<file path="src/rtl/pwm_timer_pkg.sv">
// Package: constants shared by the PWM timer and its checker.
// Assumes a counter width of at least 10 bits so the fixed limits fit.
package pwm_timer_pkg;

    // Mode codes that select the wrap value
    localparam logic [3:0] MODE_FIX8  = 4'd5;
    localparam logic [3:0] MODE_FIX9  = 4'd6;
    localparam logic [3:0] MODE_FIX10 = 4'd7;
    localparam logic [3:0] MODE_CAP   = 4'd14;
    localparam logic [3:0] MODE_CMPA  = 4'd15;

    // Fixed wrap limits
    localparam int unsigned TOP_FIX8  = 255;
    localparam int unsigned TOP_FIX9  = 511;
    localparam int unsigned TOP_FIX10 = 1023;

    // Register slots behind the write port
    localparam int NUM_CH        = 2;
    localparam int NUM_SHADOW    = 3;
    localparam int SH_CMP_A      = 0;
    localparam int SH_CMP_B      = 1;
    localparam int SH_CAP        = 2;
    localparam int ADDR_FLAG_CLR = 3;

    // Flag bit positions
    localparam int FLAG_W  = 4;
    localparam int FL_OVF  = 0;
    localparam int FL_CMPA = 1;
    localparam int FL_CMPB = 2;
    localparam int FL_CAP  = 3;

    // Waveform output codes
    typedef enum logic [1:0] {
        OUT_OFF0   = 2'd0,
        OUT_OFF1   = 2'd1,
        OUT_NONINV = 2'd2,
        OUT_INV    = 2'd3
    } wave_code_e;

endpackage

</file>
<file path="src/rtl/pwm_shadow_reg.sv">
// Double-buffered register.
// A write lands in the holding stage; the active stage copies the holding
// stage when 'load' is high. Assumes write and load may coincide, in which
// case the active stage receives the previous holding value.
module pwm_shadow_reg #(
    parameter int          W       = 16,
    parameter logic [W-1:0] RST_VAL = '1
) (
    input  logic         clk,
    input  logic         rst_n,
    input  logic         wr_en,
    input  logic [W-1:0] wr_data,
    input  logic         load,
    output logic [W-1:0] act_q
);

    logic [W-1:0] hold_q;

    // Capture software writes into the holding stage
    always_ff @(posedge clk) begin
        if (!rst_n)     hold_q <= RST_VAL;
        else if (wr_en) hold_q <= wr_data;
    end

    // Transfer the holding stage to the active stage on request
    always_ff @(posedge clk) begin
        if (!rst_n)    act_q <= RST_VAL;
        else if (load) act_q <= hold_q;
    end

endmodule

</file>
<file path="src/rtl/pwm_counter.sv">
// Single-slope up counter.
// Counts from zero to 'top' on ticks and returns to zero on the tick after.
// A low 'run_ok' (invalid mode) forces the count to zero.
// Assumes 'top' is stable during a tick except at period boundaries.
module pwm_counter #(
    parameter int W = 16
) (
    input  logic         clk,
    input  logic         rst_n,
    input  logic         tick_en,
    input  logic         run_ok,
    input  logic [W-1:0] top,
    output logic [W-1:0] count,
    output logic         at_top
);

    // Flag the last count of the period
    always_comb at_top = (count == top);

    // Advance, wrap or clear the count
    always_ff @(posedge clk) begin
        if (!rst_n)       count <= '0;
        else if (!run_ok) count <= '0;
        else if (tick_en) count <= at_top ? '0 : count + 1'b1;
    end

endmodule

</file>
<file path="src/rtl/pwm_channel.sv">
// One compare channel.
// Detects a match against the active compare value and keeps the waveform
// level. The two-bit code picks the style:
//   bit 1 connects the output,
//   bit 0 gives the level taken at the wrap (the match level is its inverse).
// On a tick where wrap and match coincide, the wrap action wins.
module pwm_channel #(
    parameter int W = 16
) (
    input  logic         clk,
    input  logic         rst_n,
    input  logic         step,
    input  logic         at_top,
    input  logic [W-1:0] count,
    input  logic [W-1:0] cmp,
    input  logic [1:0]   code,
    output logic         match,
    output logic         wave
);

    logic level_q;

    // Compare the count with the active compare value
    always_comb match = (count == cmp);

    // Update the waveform level on ticks at the wrap or on a match
    always_ff @(posedge clk) begin
        if (!rst_n)      level_q <= 1'b0;
        else if (step) begin
            if (at_top)     level_q <= code[0];
            else if (match) level_q <= ~code[0];
        end
    end

    // Drive the pin only when the code connects it
    always_comb wave = code[1] & level_q;

endmodule

</file>
<file path="src/rtl/pwm_timer.sv">
// Single-slope PWM timer with a wrap point selected by mode.
// Contents:
//   three double-buffered registers (compare A, compare B, capture),
//   the counter,
//   two compare channels,
//   four sticky flags cleared by writing ones.
// Assumes tick_en comes from an external prescaler and a register write
// lasts one cycle.
module pwm_timer
    import pwm_timer_pkg::*;
#(
    parameter int CNT_W  = 16,
    parameter int ADDR_W = 2
) (
    input  logic              clk,
    input  logic              rst_n,
    input  logic              tick_en,
    input  logic              wr_en,
    input  logic [ADDR_W-1:0] wr_addr,
    input  logic [CNT_W-1:0]  wr_data,
    input  logic [3:0]        mode,
    input  logic [1:0]        out_mode_a,
    input  logic [1:0]        out_mode_b,
    output logic              wave_a,
    output logic              wave_b,
    output logic [CNT_W-1:0]  count,
    output logic              flag_ovf,
    output logic              flag_cmp_a,
    output logic              flag_cmp_b,
    output logic              flag_cap
);

    logic [CNT_W-1:0]  act_val [NUM_SHADOW];
    logic [CNT_W-1:0]  top_val;
    logic              run_ok;
    logic              at_top;
    logic              step;
    logic              shadow_load;
    logic [1:0]        ch_code [NUM_CH];
    logic [NUM_CH-1:0] ch_match;
    logic [NUM_CH-1:0] ch_wave;
    logic [FLAG_W-1:0] flag_set;
    logic [FLAG_W-1:0] flag_clr;
    logic [FLAG_W-1:0] flag_q;
    logic [CNT_W-1:0]  cap_act;
    logic [CNT_W-1:0]  cmpa_act;

    // Select the wrap value and decide whether the mode is valid
    always_comb begin
        run_ok  = 1'b1;
        top_val = '0;
        unique case (mode)
            MODE_FIX8:  top_val = CNT_W'(TOP_FIX8);
            MODE_FIX9:  top_val = CNT_W'(TOP_FIX9);
            MODE_FIX10: top_val = CNT_W'(TOP_FIX10);
            MODE_CAP:   top_val = act_val[SH_CAP];
            MODE_CMPA:  top_val = act_val[SH_CMP_A];
            default:    run_ok  = 1'b0;
        endcase
    end

    // A tick that counts, and the moment buffered values take effect
    always_comb begin
        step        = tick_en & run_ok;
        shadow_load = (step & at_top) | ~run_ok;
    end

    // Double-buffered compare and capture registers
    for (genvar gi = 0; gi < NUM_SHADOW; gi++) begin : g_shadow
        pwm_shadow_reg #(
            .W       (CNT_W),
            .RST_VAL ({CNT_W{1'b1}})
        ) u_shadow (
            .clk     (clk),
            .rst_n   (rst_n),
            .wr_en   (wr_en && (wr_addr == ADDR_W'(gi))),
            .wr_data (wr_data),
            .load    (shadow_load),
            .act_q   (act_val[gi])
        );
    end

    // Named taps of the active values, used by the checker
    always_comb begin
        cap_act  = act_val[SH_CAP];
        cmpa_act = act_val[SH_CMP_A];
    end

    // Counter
    pwm_counter #(
        .W (CNT_W)
    ) u_counter (
        .clk     (clk),
        .rst_n   (rst_n),
        .tick_en (tick_en),
        .run_ok  (run_ok),
        .top     (top_val),
        .count   (count),
        .at_top  (at_top)
    );

    // Route the output codes to their channels
    always_comb begin
        ch_code[0] = out_mode_a;
        ch_code[1] = out_mode_b;
    end

    // Compare channels; channel i uses active register i
    for (genvar gc = 0; gc < NUM_CH; gc++) begin : g_chan
        pwm_channel #(
            .W (CNT_W)
        ) u_chan (
            .clk    (clk),
            .rst_n  (rst_n),
            .step   (step),
            .at_top (at_top),
            .count  (count),
            .cmp    (act_val[gc]),
            .code   (ch_code[gc]),
            .match  (ch_match[gc]),
            .wave   (ch_wave[gc])
        );
    end

    // Gather the flag set and clear requests
    always_comb begin
        flag_set          = '0;
        flag_set[FL_OVF]  = step & at_top;
        flag_set[FL_CMPA] = step & ch_match[0];
        flag_set[FL_CMPB] = step & ch_match[1];
        flag_set[FL_CAP]  = step & at_top & (mode == MODE_CAP);
        flag_clr = (wr_en && (wr_addr == ADDR_W'(ADDR_FLAG_CLR)))
                 ? wr_data[FLAG_W-1:0] : '0;
    end

    // Sticky flags; a set beats a clear on the same cycle
    always_ff @(posedge clk) begin
        if (!rst_n) flag_q <= '0;
        else        flag_q <= flag_set | (flag_q & ~flag_clr);
    end

    // Drive the outputs
    always_comb begin
        wave_a     = ch_wave[0];
        wave_b     = ch_wave[1];
        flag_ovf   = flag_q[FL_OVF];
        flag_cmp_a = flag_q[FL_CMPA];
        flag_cmp_b = flag_q[FL_CMPB];
        flag_cap   = flag_q[FL_CAP];
    end

endmodule

</file>
<file path="config.mk">
export PLATFORM = sky130hd
export DESIGN_NAME = pwm_timer
export DESIGN_NICKNAME = d
export VERILOG_FILES = /design/src/rtl/pwm_timer_pkg.sv /design/src/rtl/pwm_shadow_reg.sv /design/src/rtl/pwm_counter.sv /design/src/rtl/pwm_channel.sv /design/src/rtl/pwm_timer.sv
export SDC_FILE = /design/constraint.sdc
export NUM_CORES = 1
export LEC_CHECK = 0
export BUFFER_PORTS_ARGS = -buffer_cell sky130_fd_sc_hd__clkbuf_2
export CORE_AREA = 5 5 113 115
export DETAILED_ROUTE_END_ITERATION = 12
export DIE_AREA = 0 0 118 120
export PLACE_DENSITY = 0.73
export SETUP_SLACK_MARGIN = 0.02
export SLEW_MARGIN = 20
export SYNTH_ARGS = -nofsm -noshare
export SYNTH_HDL_FRONTEND = slang
export SYNTH_SLANG_ARGS = --single-unit
</file>
<file path="constraint.sdc">
create_clock -name clk -period 4.5 [get_ports clk]
set_clock_uncertainty 0.05 [all_clocks]
set_input_delay 0.225 -clock clk [delete_from_list [all_inputs] [get_ports clk]]
set_output_delay 0.225 -clock clk [all_outputs]
set_load 0.01 [all_outputs]
</file>
### Word level (Yosys, flattened, before mapping)

Cells that the tools add are included.

* register bits: 118

* reductions and logical operators: 11
* multiplexer cells: 8
* add/sub/neg operators: 1
* bitwise gates (word level): 14
* equal/unequal tests: 11

Operators with widths (number)
* 16-bit one-hot mux with 5 select lines: 1
* 16-bit equality test: 3
* 16-bit by 1-bit adder with 16-bit output (second input constant): 1
* 16-bit 2-to-1 mux: 1
* 4-bit by 3-bit equality test with 1-bit output (second input constant): 3
* 4-bit equality test (second input constant): 2
* 1-bit AND: 7
* 2-bit AND reduction: 3
* 1-bit 2-to-1 mux: 5
* 5-bit OR reduction: 1
* 4-bit AND: 1
* 2-bit equality test (second input constant): 2
* 1-bit logical AND: 4
* 4-bit 2-to-1 mux: 1
* 4-bit NOT: 1
* 4-bit OR: 1
* 2-bit nonzero test: 2
* 1-bit NOT: 3
* 2-bit by 1-bit equality test with 1-bit output (second input constant): 1
* 2-bit zero test: 1
* 1-bit OR: 1

### Longest topological paths before layout

Gate-level depths: netlist of the first run.

* depth after elaboration: 7
* depth in mapped cells: 11

### Hierarchy

A second synthesis of the first run with hierarchy kept.

* cell total of the unflattened synthesis: 560
* area total of the unflattened synthesis: 5442.7 µm²

Modules (own cells, without submodules)
* pwm_shadow_reg: cells each 103, times used 3, sequential area each 640.6 µm², area an instance 1157.4 µm²
* pwm_counter: cells each 117, times used 1, sequential area each 320.3 µm², area an instance 945.9 µm²
* pwm_channel: cells each 30, times used 2, sequential area each 20.0 µm², area an instance 256.5 µm²
* pwm_timer: cells each 74, times used 1, sequential area each 80.1 µm², area an instance 511.7 µm²

### Worst setup path before layout of the first run

Ideal clock, no wire load.

* path kind: input to register
* start point: input port mode[3]
* end point: register g_shadow[2].u_shadow.act_q[10]
* cell stages on the path: 11
* path buffers: 4
* setup slack: 2.232 ns
* data arrival time: 2.069 ns
* cells stage by stage: buf_2 -> nor2b_1 -> o21a_1 -> clkbuf_1 -> nand2_1 -> o22ai_1 -> nand4_2 -> nor3_2 -> buf_2 -> buf_4 -> o221ai_2

* longest elaborated chain between the ends: 6
* elaborated cells between the ends (all ways): 13
* classes of those cells: 6 x eq/ne; 2 x mux; 4 x bitwise; 1 x reduce/logical

Ends and longest elaborated chain
* start: declaration: line pwm_timer.sv:21 `input logic [3:0] mode,`
* branches (longest 5 deep; another with 16-bit one-hot mux with 5 select lines)
* 1-bit OR (*): line pwm_timer.sv:65 `shadow_load = (step & at_top) | ~run_ok;`
* end signal: assignment: line pwm_shadow_reg.sv:28 `else if (load) act_q <= hold_q;`
* end: declaration: line pwm_shadow_reg.sv:14 `output logic [W-1:0] act_q`

Every way passes the cells marked *.
A chain may end at the register's enable or synchronous reset.

### Worst setup path after layout of the first run

* start point: register u_counter.count[6]
* end point: register u_counter.count[4]

* longest elaborated chain between the ends: 2

Ends and longest elaborated chain
* start: declaration: line pwm_counter.sv:13 `output logic [W-1:0] count,`
* start signal: assignment: line pwm_counter.sv:24 `else if (tick_en) count <= at_top ? '0 : count + 1'b1;`
* 16-bit equality test: line pwm_counter.sv:18 `always_comb at_top = (count == top);`
* 16-bit 2-to-1 mux: line pwm_counter.sv:24

No other way between the ends.

==> summary.md, run 1 <==
| Metric | Value |
|---|---|
| Compound-Gate Fraction of Synth Area | 0.210 |
| VDD IR max | 0.284 mV |
| Final setup vio count | 0 |
| Number of synthesized flops with an enable pin | 0 |
| CTS tree | yes |
| CP delay by family, top | compound AO/OA/AOI/OAI gates |
| DRC viols | 0 |
| Most frequent cells in the layout | nand2_1, dfxtp_1, inv_1 |
| Worst path max stage delay | 940 ps |
| Clk sink count | 118 |
| Synth unique cells | 58 |
| Horiz. Die Dim | 118 um |
| Commonest non-fill, non-tap cell in the layout | nand2_1 |
| Fin crit period | 2950 ps |
| YS warnings | 0 |
| Final GP Congestion | 0.869 |
| Leading register cell type out of synthesis | dfxtp_1 |
| Initial antenna violation count | 0 |
| Post-route ant nets | 0 |
| Design area | 0.00655 mm^2 |
| Placeable Area | 0.0117 mm^2 |
| Routed vias | 4763 |
| Synth Instances | 647 |
| Multi-input logic area | 0.00288 mm^2 |
| Post-Synth Adder-Cell Area | 0.00220 |
| Starting density of the core | 0.486 |
| Port bufs | 51 |
| Reg2reg start | u_counter.count[6] |
| Worst Setup Start Kind | flop |
| Slew Viols, Final | 0 |
| Syn_nets | 678 |
| Syn Area/Cell | 8.80 um^2 |
| Mapped cell area | 0.00569 mm^2 |
| Max Fclk | 339 MHz |
| CP Capture Point | u_counter.count[4] |
| Skew-Pair Late Insertion Delay | 420 ps |
| FF+latch area | 0.00236 mm^2 |
| Mux cell area share after synthesis | 0.0262 |
| Total Routed Length | 14400 um |
| Rows | 40 |
| Required time of the critical path | 4710 ps |
| Path type of the worst setup path | flop to flop |
| Vias in the first global route | 4499 |
| Die Y | 120 um |
| Largest net degree at the start of global routing | 109 |
| Synth Area in XOR/XNOR | 0.0816 |
| Antenna diodes | 0 |
| Reg-to-reg slack, setup | 1550 ps |
| Post-CTS sizing | 0 |
| Post-place setup slack | 1160 ps |
| Outcome | completed |
| Max transition margin | 0.351 |
| Post-CTS setup repair buffer count | 0 |
| RR Endpoint | u_counter.count[4] |
| Final HPWL DP | 9810 um |
| Critical path's slowest cell | o311ai_2 |
| Share of cells above drive strength 1 | 0.178 |
| Crit share post-route | 0.655 |
| CP Capture Type | flop |
| Simple-Gate Fraction of Synth Area | 0.181 |
| Cells along the critical path | or3b_1 -> a21oi_1 -> o31a_1 -> nand4_2 -> o311ai_2 -> nor2_1 |
| Synth area leaders | dfxtp_1, nand2_1, o211ai_1 |
| Avg WL per Cell | 17.5 um |
| RSZ-0062 raised after global routing | no |
| Hold depth | 3 |
| Largest family of logic cells by synthesized area | compound AO/OA/AOI/OAI gates |
| Layout area overhead | 15.1% |
| Stages on worst setup path | 6 |
| Register area share after synthesis | 0.415 |
| Clk pin slew, worst setup/hold paths | 50 ps |
| Asr flop ratio synth | 0 |
| Vias per cell | 5.80 |
| Hold buffer count at CTS | 0 |
| Worst Path Arrival | 3160 ps |
| I/O pin total | 52 |
| Clk buf depth | 2 |
| Max Cap Viol | 0 |
| Root buf cell | clkbuf_16 |
| Placed instance area | 0.00589 mm^2 |
| Cts bufs inserted | 17 |
| Final hold slack | 18.3 ps |
| CP bufs+invs | 0 |
| CP max FO | 15 |
| FILL cells | 1056 |
| Area leader, netlist | dfxtp_1 |
| Grt ovf | 0 |
| GRT Total Usage | 0.207 |
| Worst-Margin Slew | 971 ps |
| Leak | 0.00272 uW |
| DRT Pass-1 Iters | 5 |
| Setup crit start | u_counter.count[6] |
| First-pass GRT wire length | 23400 um |
| First DRT Iteration DRCs | 573 |
| Synthesis-stage register bit count | 118 |
| Worst R2R Path Depth | 6 |
| Die Area | 0.0142 mm^2 |
| Setup TNS Final | 0 ps |
| Power density over cell area | 424 mW/mm^2 |
| CTS H-Tree Depth | 4 |
| Fin nets | 692 |
| Worst Hold Class | input port to flop |
| Final worst slack | 1550 ps |
| Final hold violation count | 0 |
| Top cell type's share of synthesized area | 0.415 |
==> worst min path at each step <==
stage,startpoint,to,slack (ps)
2_1_floorplan,wr_data[0],g_shadow[0].u_shadow.hold_q[0],310
3_3_place_gp,flag_q[1],flag_q[1],410
3_5_place_dp,flag_q[1],flag_q[1],410
4_1_cts,wr_data[15],g_shadow[1].u_shadow.hold_q[15],10
5_1_grt,wr_data[15],g_shadow[2].u_shadow.hold_q[15],30
6_report,wr_data[15],g_shadow[1].u_shadow.hold_q[15],20
==> layout make-up <==
type / count / share of cell area
sequential: 118 / 0.361
inverter: 52 / 0.0298
timing repair buffer: 55 / 0.0470
tap: 147 / 0.0281
clock inverter: 11 / 0.0224
multi-input combinational: 417 / 0.440
clock buffer: 21 / 0.0719
==> kinds of logic (layout without fill, tap and decap cells) <==
kind of cell | after synthesis | in the layout
buf+inv | 112 | 139
xor+xnor | 53 | 53
compound gates | 136 | 136
fa+ha+maj | 1 | 1
flops | 118 | 118
simple gates | 213 | 213
mux | 14 | 14
==> synthesized netlist by cell type (6+ instances only) <==
master      n
mux2i_1    11
nor2_1     22
o21ai_0     9
dfxtp_1   118
and3_1     10
a21oi_1     7
buf_2       6
o211ai_1   49
nor4_1      7
inv_1      52
clkbuf_1   46
o221ai_2   20
nand2_1   120
o221ai_1   28
xor2_1     30
nand4_1    13
xnor2_1    23
==> metrics by stage <==
| stage | std cells | utilization | power [uW] |
|---|---|---|---|
| after global routing | 821 | 0.559 | 2870 |
| after global placement | 788 | 0.503 | 1380 |
| final | 821 | 0.559 | 2780 |
| after detailed placement | 788 | 0.503 | 1390 |
| after CTS | 820 | 0.556 | 2780 |
| after floorplan | 647 | - | 1330 |
==> power by group <==
part           total (uW)  switching (uW)  internal (uW)
Sequential           1130            34.4           1100
Combinational         247             154           92.6
Clock                1400             483            915
Total                2780             671           2110
==> worst min-delay path, cell delays in order <==
cell and delay, ps:
clkbuf_2 100, nand2_1 50, o211ai_1 70
==> registers in the layout, summed over array words and instances (netlist names) <==
name / flops
g_shadow.u_shadow.act_q: 48
g_shadow.u_shadow.hold_q: 48
flag_q: 4
u_counter.count: 16
g_chan.u_chan.level_q: 2
==> per-layer routing <==
metal | vias up | share of wire | wire length, um | global-route usage
li1 | 2310 | - | - | -
met1 | 2248 | 0.46 | 6640 | 0.284
met2 | 184 | 0.45 | 6450 | 0.317
met3 | 21 | 0.072 | 1030 | 0.0580
met4 | 0 | 0.017 | 240 | 0.0652
met5 | - | 0 | 0 | 0
No activity file was read; power rests on OpenSTA's default activity.
==> run 2: changes to the inputs <==
- ABC_AREA: unset -> 1
- CORE_AREA: 5 5 113 115 -> 5 5 110 112
- DIE_AREA: 0 0 118 120 -> 0 0 115 117
- PLACE_DENSITY: 0.73 -> 0.75
- clock period: 4.5 -> 2.52 ns (I/O delays scaled with it)
==> run 2 against run 1 <==
Effect of this change:
- register-to-register slack worse by 1200 ps
- global-route usage up 2.2 points
- total power up 75%
- sequential power up 80%
- non-clock buffer count up 29
- largest cell class unchanged
- first-iteration DRC count up 3.8%
- highest routed layer unchanged
- die area down 5.0%
- critical endpoint is now g_shadow[1].u_shadow.act_q[13]
- area after synthesis down 6.5%
- worst hold slack better by 21 ps
- design area down 2.1%
==> summary.md, run 2 <==
| Metric | Value |
|---|---|
| Die Y | 117 um |
| Max transition margin | 0.364 |
| Clk buf depth | 2 |
| Area leader, netlist | dfxtp_1 |
| Final Util | 0.576 |
| Grt ovf | 0 |
| Rows | 39 |
| DRT Pass-1 Iters | 5 |
| Power density over cell area | 759 mW/mm^2 |
| Synth unique cells | 27 |
| Skew-Pair Late Insertion Delay | 410 ps |
| Share of cells above drive strength 1 | 0.140 |
| Leak | 0.00309 uW |
| First DRT Iteration DRCs | 595 |
| Worst R2R Path Depth | 13 |
| Reg2reg start | g_shadow[0].u_shadow.act_q[14] |
| Leading register cell type out of synthesis | dfxtp_1 |
| Register area share after synthesis | 0.444 |
| CP Capture Type | flop |
| Worst Setup Start Kind | flop |
| Required time of the critical path | 2710 ps |
| Post-place setup slack | 87.3 ps |
| Synth area leaders | dfxtp_1, nand2_1, nand3_1 |
| Starting density of the core | 0.478 |
| Initial antenna violation count | 0 |
| Most frequent cells in the layout | nand2_1, nand3_1, dfxtp_1 |
| CTS H-Tree Depth | 4 |
| Vias in the first global route | 4839 |
| Vias per cell | 5.26 |
| DRC viols | 0 |
| VDD IR max | 0.435 mV |
| Mux cell area share after synthesis | 0 |
| Synthesis-stage register bit count | 118 |
| Total Routed Length | 14500 um |
| Worst Hold Class | input port to flop |
| Reg-to-reg slack, setup | 350 ps |
| First-pass GRT wire length | 24100 um |
| Reg power frac | 0.418 |
| CP delay by family, top | simple AND/OR/NAND/NOR gates |
| Commonest non-fill, non-tap cell in the layout | nand2_1 |
| CTS tree | yes |
| Simple-Gate Fraction of Synth Area | 0.381 |
| Final HPWL DP | 9970 um |
| Placeable Area | 0.0111 mm^2 |
| Layout area overhead | 20.5% |
| CP max FO | 48 |
| Path type of the worst setup path | flop to flop |
| Number of synthesized flops with an enable pin | 0 |
| Cts bufs inserted | 17 |
| Antenna diodes | 0 |
| P_int | 3610 uW |
| Cells along the critical path | nand2_1 -> nand2_1 -> nand2_1 -> nand2_1 -> nand2_1 -> nor2_1 -> nand2_1 -> nor2_2 -> nand3_2 -> nand2_2 -> inv_2 -> nand2_1 -> nand3_1 |
| CP Capture Point | g_shadow[1].u_shadow.act_q[13] |
| Port bufs | 51 |
| Switching power share of the total | 0.258 |
| Worst-Margin Slew | 953 ps |
| Fin nets | 837 |
| Routed vias | 5057 |
| Outcome | completed |
| Max Fclk | 461 MHz |
| Logic gate share of total power | 0.087 |
| Largest family of logic cells by synthesized area | simple AND/OR/NAND/NOR gates |
| Slew Viols, Final | 0 |
| Most frequent cell after synthesis | nand2_1 |
| Final GP Congestion | 0.919 |
| Worst path max stage delay | 410 ps |
| Worst Path Arrival | 2360 ps |
| Final setup vio count | 0 |
| Setup crit start | g_shadow[0].u_shadow.act_q[14] |
| Most frequent cell on the critical path | nand2_1 |
| RR Endpoint | g_shadow[1].u_shadow.act_q[13] |
| Synth Area in XOR/XNOR | 0.0593 |
| Compound-Gate Fraction of Synth Area | 0.0374 |
| Asr flop ratio synth | 0 |
| Top Registers | g_shadow.u_shadow.act_q (48), g_shadow.u_shadow.hold_q (48), u_counter.count (16) |
| Post-route ant nets | 0 |
| Syn Area/Cell | 7.11 um^2 |
| Crit share post-route | 0.861 |
| Final worst slack | 350 ps |
| Critical path's slowest cell | dfxtp_1 |
| Top cells by count, synth | nand2_1, nand3_1, dfxtp_1 |
| I/O pin total | 52 |
| Clk pin slew, worst setup/hold paths | 60 ps |
| Horiz. Die Dim | 115 um |
| CP bufs+invs | 1 |
| Synth Instances | 748 |
| Post-Synth Adder-Cell Area | 0.00235 |
| Die Area | 0.0135 mm^2 |
| RSZ-0062 raised after global routing | no |
| Setup TNS Final | 0 ps |
| Top cell type's share of synthesized area | 0.444 |
| Clock Power Share | 0.495 |
| Stages on worst setup path | 13 |
| Clk sink count | 118 |
| Root buf cell | clkbuf_16 |
| Fin crit period | 2170 ps |
| Mapped cell area | 0.00532 mm^2 |
| Final hold violation count | 0 |
| YS warnings | 0 |
| GRT Total Usage | 0.229 |
| Max Cap Viol | 0 |
| Net Switching | 1250 uW |
| Largest net degree at the start of global routing | 97 |
| Syn_nets | 779 |
| Avg WL per Cell | 15.1 um |
## run 2: cell count changes after synthesis, moves of 16 or more
cell / change
o221ai_2: -20
nand3_1: +125
o211ai_1: -37
clkbuf_1: -16
o221ai_1: -28
nand2_1: +151
## run 2: routing by layer
metal	global-route usage	wire length (um)
met1	0.312	6690
met2	0.359	6380
met3	0.0514	1070
met4	0.0806	339
met5	0	0
## run 2: worst min path at each step
stage,start,to,slack (ps),depth (start not counted)
CTS,out_mode_a[0],g_chan[0].u_chan.level_q,30,5
floorplan,wr_data[10],g_shadow[2].u_shadow.hold_q[10],190,2
finish,wr_data[2],g_shadow[1].u_shadow.hold_q[2],40,3
detailed placement,wr_data[4],g_shadow[2].u_shadow.hold_q[4],310,3
global route,wr_data[2],g_shadow[1].u_shadow.hold_q[2],70,3
global placement,wr_data[5],g_shadow[2].u_shadow.hold_q[5],310,3
## run 2: logic make-up (layout without fill, tap and decap cells)
group / count (synthesis) / count (layout)
DFF: 118 / 118
adders and majority gates: 1 / 1
AOI/OAI and AO/OA: 31 / 31
xor gates and xnor gates: 36 / 36
and+or+nand+nor: 471 / 471
buffers and inverters: 91 / 162
## run 2: area by class of cell
cell class                 instances  area (um^2)
inverter                          46          173
clock buffer                      18          439
fill                            1003         4720
multi-input combinational        539         2550
clock inverter                    14          150
tap                              143          179
timing repair buffer              84          548
sequential                       118         2360
## run 2: stage by stage
stage | std cells | hold WS, ps | total power [uW] | cell area (um^2)
6_report | 962 | 39.1 | 4860 | 6410
5_1_grt | 962 | 72.8 | 5040 | 6410
4_1_cts | 962 | 30.5 | 4870 | 6410
3_5_place_dp | 917 | 313 | 2470 | 5690
3_3_place_gp | 917 | 310 | 2460 | 5690
2_1_floorplan | 748 | 189 | 2350 | 5320
## run 2: timing repair
item                                    in CTS  in global routing
hold buffers                                13                  0
buffers inserted                             0                  0
hold endpoints to repair                    36                  0
resized for setup                            0                  1
endpoints found under the setup margin       0                  1
## run 2: worst reg2reg max path: stages (launching register included)
cell and delay (ps):
dfxtp_1 410, nand2_1 100, nand2_1 90, nand2_1 50, nand2_1 70, nand2_1 50, nor2_1 110, nand2_1 70
nor2_2 180, nand3_2 120, nand2_2 120, inv_2 310, nand2_1 190, nand3_1 90
## run 2: power groups by stage
stage	Combinational [uW]	Sequential, uW	Clock, uW
floorplan	304	2050	0
global placement	393	2070	0
detailed placement	399	2070	0
CTS	423	2030	2420
global route	484	2040	2510
finish	425	2030	2410
